--- config.mk ---
export PLATFORM = sky130hd
export DESIGN_NAME = tmr_capture_top
export DESIGN_NICKNAME = d
export VERILOG_FILES = /design/src/rtl/cap_pkg.sv /design/src/rtl/cap_ctrl.sv /design/src/rtl/cap_datapath.sv /design/src/rtl/tmr_capture_top.sv
export SDC_FILE = /design/constraint.sdc
export NUM_CORES = 1
export LEC_CHECK = 0
export BUFFER_PORTS_ARGS = -buffer_cell sky130_fd_sc_hd__buf_4
export CORE_MARGIN = 4
export CORE_UTILIZATION = 49
export CTS_BUF_LIST = sky130_fd_sc_hd__clkbuf_2
export DETAILED_ROUTE_END_ITERATION = 16
export HOLD_SLACK_MARGIN = 0.15
export PLACE_DENSITY_LB_ADDON = 0.12
export SETUP_SLACK_MARGIN = 0.4
export SLEW_MARGIN = 20
export SYNTH_ARGS = -nofsm -noshare
export SYNTH_HDL_FRONTEND = slang
export SYNTH_SLANG_ARGS = --single-unit
--- constraint.sdc ---
create_clock -name clk -period 3.4 [get_ports clk]
set_clock_uncertainty 0.2 [all_clocks]
set_input_delay 0.17 -clock clk [delete_from_list [all_inputs] [get_ports clk]]
set_output_delay 0.17 -clock clk [all_outputs]
set_load 0.01 [all_outputs]
--- src/rtl/cap_pkg.sv ---
package cap_pkg;
  // strobes passed from control to datapath
  typedef struct packed {
    logic capture;   // latch timer, set flag
    logic clear;     // flag clear request
  } capStrobe_t;
endpackage

--- src/rtl/cap_ctrl.sv ---
module cap_ctrl #(
  parameter int SYNC_STAGES = 2
) (
  input  logic                clk,
  input  logic                rst_n,
  input  logic                capPin,
  input  logic                edgeSel,
  input  logic                flagClr,
  output cap_pkg::capStrobe_t strb
);
  localparam int LAST = SYNC_STAGES - 1;

  logic [SYNC_STAGES-1:0] syncReg;
  logic                   prevReg;
  logic                   riseSeen;
  logic                   fallSeen;

  generate
    for (genvar i = 0; i < SYNC_STAGES; i++) begin : g_sync
      if (i == 0) begin : g_first
        always_ff @(posedge clk or negedge rst_n) begin
          if (!rst_n) syncReg[0] <= 1'b0;
          else        syncReg[0] <= capPin;
        end
      end else begin : g_rest
        always_ff @(posedge clk or negedge rst_n) begin
          if (!rst_n) syncReg[i] <= 1'b0;
          else        syncReg[i] <= syncReg[i-1];
        end
      end
    end
  endgenerate

  always_ff @(posedge clk or negedge rst_n) begin
    if (!rst_n) prevReg <= 1'b0;
    else        prevReg <= syncReg[LAST];
  end

  always_comb begin
    riseSeen     = syncReg[LAST] && !prevReg;
    fallSeen     = !syncReg[LAST] && prevReg;
    strb.capture = edgeSel ? riseSeen : fallSeen;
    strb.clear   = flagClr;
  end


  single_load_chk: assert property (@(posedge clk) disable iff (!rst_n)
    strb.capture ##1 $stable(edgeSel) |-> !strb.capture);


  no_edge_no_load_chk: assert property (@(posedge clk) disable iff (!rst_n)
    $stable(syncReg[LAST]) && $past(rst_n) && $stable(prevReg) && (syncReg[LAST] == prevReg) |-> !strb.capture);
endmodule

--- src/rtl/cap_datapath.sv ---
module cap_datapath #(
  parameter int WIDTH = 16
) (
  input  logic                clk,
  input  logic                rst_n,
  input  logic [WIDTH-1:0]    timerVal,
  input  logic                irqEn,
  input  cap_pkg::capStrobe_t strb,
  output logic [WIDTH-1:0]    capValue,
  output logic                capFlag,
  output logic                capIrq
);
  always_ff @(posedge clk or negedge rst_n) begin
    if (!rst_n)            capValue <= '0;
    else if (strb.capture) capValue <= timerVal;
  end

  always_ff @(posedge clk or negedge rst_n) begin
    if (!rst_n)            capFlag <= 1'b0;
    else if (strb.capture) capFlag <= 1'b1;
    else if (strb.clear)   capFlag <= 1'b0;
  end

  always_comb capIrq = capFlag && irqEn;


  cap_load_chk: assert property (@(posedge clk) disable iff (!rst_n)
    strb.capture |=> capValue == $past(timerVal));


  cap_hold_chk: assert property (@(posedge clk) disable iff (!rst_n)
    !strb.capture |=> $stable(capValue));


  flag_set_chk: assert property (@(posedge clk) disable iff (!rst_n)
    strb.capture |=> capFlag);


  flag_hold_chk: assert property (@(posedge clk) disable iff (!rst_n)
    !strb.capture && !strb.clear |=> $stable(capFlag));


  irq_gate_chk: assert property (@(posedge clk) disable iff (!rst_n)
    !capFlag |-> !capIrq);
endmodule

--- src/rtl/tmr_capture_top.sv ---
module tmr_capture_top #(
  parameter int WIDTH       = 16,
  parameter int SYNC_STAGES = 2
) (
  input  logic             clk,
  input  logic             rst_n,
  input  logic             capPin,
  input  logic             edgeSel,
  input  logic [WIDTH-1:0] timerVal,
  input  logic             irqEn,
  input  logic             flagClr,
  output logic [WIDTH-1:0] capValue,
  output logic             capFlag,
  output logic             capIrq
);
  cap_pkg::capStrobe_t strb;

  cap_ctrl #(.SYNC_STAGES(SYNC_STAGES)) u_ctrl (
    .clk(clk), .rst_n(rst_n), .capPin(capPin), .edgeSel(edgeSel),
    .flagClr(flagClr), .strb(strb)
  );

  cap_datapath #(.WIDTH(WIDTH)) u_dp (
    .clk(clk), .rst_n(rst_n), .timerVal(timerVal), .irqEn(irqEn),
    .strb(strb), .capValue(capValue), .capFlag(capFlag), .capIrq(capIrq)
  );
endmodule

# Word level (Yosys, flattened, before mapping)
# Cells that the tools add are included.
# classes
mux,3
n_reduce_logical,6
# op_table
op,n
$logic_and A1 B1 Y1,3
$mux W1,3
$logic_not A1 Y1,2
$reduce_bool A2 Y1,1
# word_totals
elab_cells,14
output_inout_bits,18
in_bits,22
regBits,20

# Logic depth before layout (Yosys ltp)
# logic_depth
depth_word,4
depth_mapped,4
ltp_nobuf,3

# Hierarchy
# A second synthesis with hierarchy kept.
# hier_totals
hier_cells,45
hier_area_um2,794.5
# modules_own_cells
mod,area_per_inst_um2,seq_area_each_um2,cells_each,instances
cap_datapath,689.4,425.4,38,1
cap_ctrl,105.1,75.1,7,1

# Worst setup path before layout
# OpenSTA, ideal clock, no wires.
# synth_path
path_type,register to register
startpoint,reg u_ctrl.syncReg[1]
endpoint,reg u_dp.capValue[0]
setup_time_ns,0.125
required_ns,3.075
arrival_time_ns,1.214
n_path_buf,1
synth_period_minus_slack_ns,1.539
path_stages_with_launch,5
path_slack_ns,1.861
path_cell_list,dfrtp_1 nand2_1 o22ai_4 buf_12 mux2_4
# synth_between
elab_chain_len,3
word_cells_on_any_way,4
classes_between,mux: 1; reduce/logical: 3
# synth_rtl
item,line_no,rtl
"start, declared",cap_ctrl.sv:13,logic [SYNC_STAGES-1:0] syncReg;
"start signal, assigned by index",cap_ctrl.sv:28,else syncReg[i] <= syncReg[i-1];
$logic_not A1 Y1,cap_ctrl.sv:41,fallSeen = !syncReg[LAST] && prevReg;
$logic_and A1 B1 Y1,cap_ctrl.sv:41,
$mux W1 *,cap_ctrl.sv:42,strb.capture = edgeSel ? riseSeen : fallSeen;
"end signal, assigned",cap_datapath.sv:15,else if (strb.capture) capValue <= timerVal;
"end, declared",cap_datapath.sv:9,"output logic [WIDTH-1:0] capValue,"
# Every way passes the cells marked *; elsewhere a longest branch is shown, timed or not.
# A chain may end at the register's enable or synchronous reset.

# Worst setup path after layout
# layout_path
startpoint,reg u_ctrl.syncReg[1]
endpoint,reg u_dp.capValue[15]
# The elaborated chain is that of the path after synthesis.

==> results.toml <==
[routing]
final_antenna_net_count = 0
vias = 576
drt_first_iter_violations = 5
routed_via_density = 4.76
top_layer_used = "met3"
dr_wl_met2_um = 995
drc = 0
routed_wl_um = 1900
wl_met3_um = 162
routedLengthMet1_um = 739
drt-pass1-iter-count = 3
routedWlPerCell_um = 15.7

[die]
initial_utilization = 0.522
rows = 14
pin_count = 40
die_area_mm2 = 0.00231
coreArea_mm2 = 0.00151
die_x_um = 48.0
die_h_um = 48.0

[final_layout]
final_cell_mix = "39 x buf_4, 20 x dlygate4sd3_1, 20 x dfrtp_1"
area_delta_synth_final_pct = 68.5
antenna_cells = 0
final_common_cell = "buf_4"
final_nets = 128
fill_cells = 66
drive_gt1_frac = 0.590

[timing]
setup_viol = 0
layout_setup_ws_ns = 1.56
hold_viol_final = 0
rsz0062_at_grt = "false"
fmax_mhz = 543
fin_crit_sh = 0.541
period_minus_slack_ns = 1.84
tightest_slew_ns = 0.868
finalMaxSlewViolations = 0
tns_ns = 0
relSlewSlack = 0.419

[global_routing]
grt_max_degree = 21
grt_pass1_vias = 686
antenna_found_initial = 0
gr-total-overflow = 0
grt_usage = 0.187
grt_pass1_wl_um = 2970

[power_and_ir_drop]
p_sw_frac = 0.244
switching_power_w = 0.000160
combPwrFrac = 0.279
p_clk_frac = 0.265
vdd_drop_max_mv = 0.384
power.density_mw_per_mm2 = 497
cellInternalPower_w = 0.000497
p_leak_nw = 0.649
pwr-share-seq = 0.457
fin_total_pwr_w = 0.000658

[worst_setup_path]
critical_path.max_stage_delay_ns = 0.55
cp.required_ns = 3.41
crit_fanout = 17
start_kind = "flip-flop"
crit_arrival_ns = 1.85
worstSetupPathType = "reg2reg"
slowest_stage = "o22ai_4"
endpoint_kind = "flip-flop"
path_cells = "nand2_1 -> o22ai_4 -> mux2_2"

[yosys]
syn_inst = 43
synth_area_leader_cell = "dfrtp_1"
synth_fp_nets = 65
yosys_warnings = 0
synthTopCellsByArea = "dfrtp_1 64%, mux2_4 17%, mux2_2 10%"
seq_area_frac_synth = 0.637
synth_cell_types = 10
synth.avg_cell_area_um2 = 18.3
ys_seq_elements = 20
syn_area_um2 = 786
synth.top_cell.area_share = 0.637

[placement]
io_buffer_count = 39
place_ws_ns = 1.60
gp_congestion = 0.654

[clock_network]
cts_setup_buffers = 0
cts_tree = "built"
clock_sinks = 20
htreeDepth = 1
cts_buffers = 3
clock_latency_ns = 0.31
cts_root_buf = "clkbuf_2"
cts_resized = 0
holdBufCountCts = 20
clk_pin_slew_ns = 0.20
cts_max_path_buffers = 2

[flow_run]
max_cap_viol_count = 0

[status]
status = "completed"

[hold_path]
hold_path.class = "reg2reg"
## cell usage after synthesis (all sizes together)
cell     n
and2     1
o22ai    1
buf      1
nand2    1
dfrtp   20
inv      1
nand2b   1
a21o     1
mux2    16
## power by group through the flow
stage,registers [W],clock network (W),logic [W]
after floorplan,0.000319,0,0.0000599
after global placement,0.000303,0,0.000161
final,0.000301,0.000174,0.000183
after detailed placement,0.000303,0,0.000165
after global routing,0.000305,0.000188,0.000198
after CTS,0.000299,0.000176,0.000183
## kinds of logic after synthesis
kind of cell	share of synthesized area
DFF	0.637
muxes	0.272
and+or+nand+nor	0.0239
AOI/OAI and AO/OA	0.0366
buffers and inverters	0.0303
## path summary, 6_finish.rpt
path / from / to / slack (ns) / cells after the start
worst max-delay path: u_ctrl.syncReg[1] / u_dp.capValue[15] / 1.56 / 3
worst min-delay path: u_ctrl.syncReg[0] / u_ctrl.syncReg[1] / 0.18 / 0
min in group asynchronous: rst_n / u_dp.capValue[13] / 0.82 / 3
worst max register to register: u_ctrl.syncReg[1] / u_dp.capValue[15] / 1.56 / 3
worst min register to register: u_ctrl.syncReg[0] / u_ctrl.syncReg[1] / 0.18 / 0
max in group asynchronous: rst_n / u_dp.capValue[6] / 1.64 / 3
## critical path, delay by kind of cell, from the launching register on
kind	cells	cell delay, ns
compound gates	1	0.55
flops	1	0.46
mux	1	0.41
simple gates	1	0.12
## state kept, by name (all words and copies together) (netlist names)
name,count
u_ctrl.prevReg,1
u_ctrl.syncReg,2
u_dp.capFlag,1
u_dp.capValue,16
## area by class of cell
cell class                 instances  area (µm²)  share of cell area
multi-input combinational         21         262               0.198
clock inverter                     1        30.0              0.0227
timing repair buffer              59         493               0.372
inverter                           1        3.75             0.00284
tap                               16        20.0              0.0151
clock buffer                       3        15.0              0.0113
sequential                        20         500               0.378
## through the flow
stage	area, µm²	hold slack (ns)	utilization	cells
3_3_place_gp	1080	-0.142	0.716	97
5_1_grt	1320	0.203	0.879	121
4_1_cts	1320	0.184	0.879	121
3_5_place_dp	1080	-0.139	0.716	97
2_1_floorplan	786	-0.326	-	43
6_report	1320	0.183	0.879	121
## routing by layer
layer  vias up  track usage
met1       279        0.213
li1        271            -
met4         0       0.0484
met5         -            0
met3         0       0.0451
met2        26        0.346
Note: power is estimated with default switching activity, not from simulation.
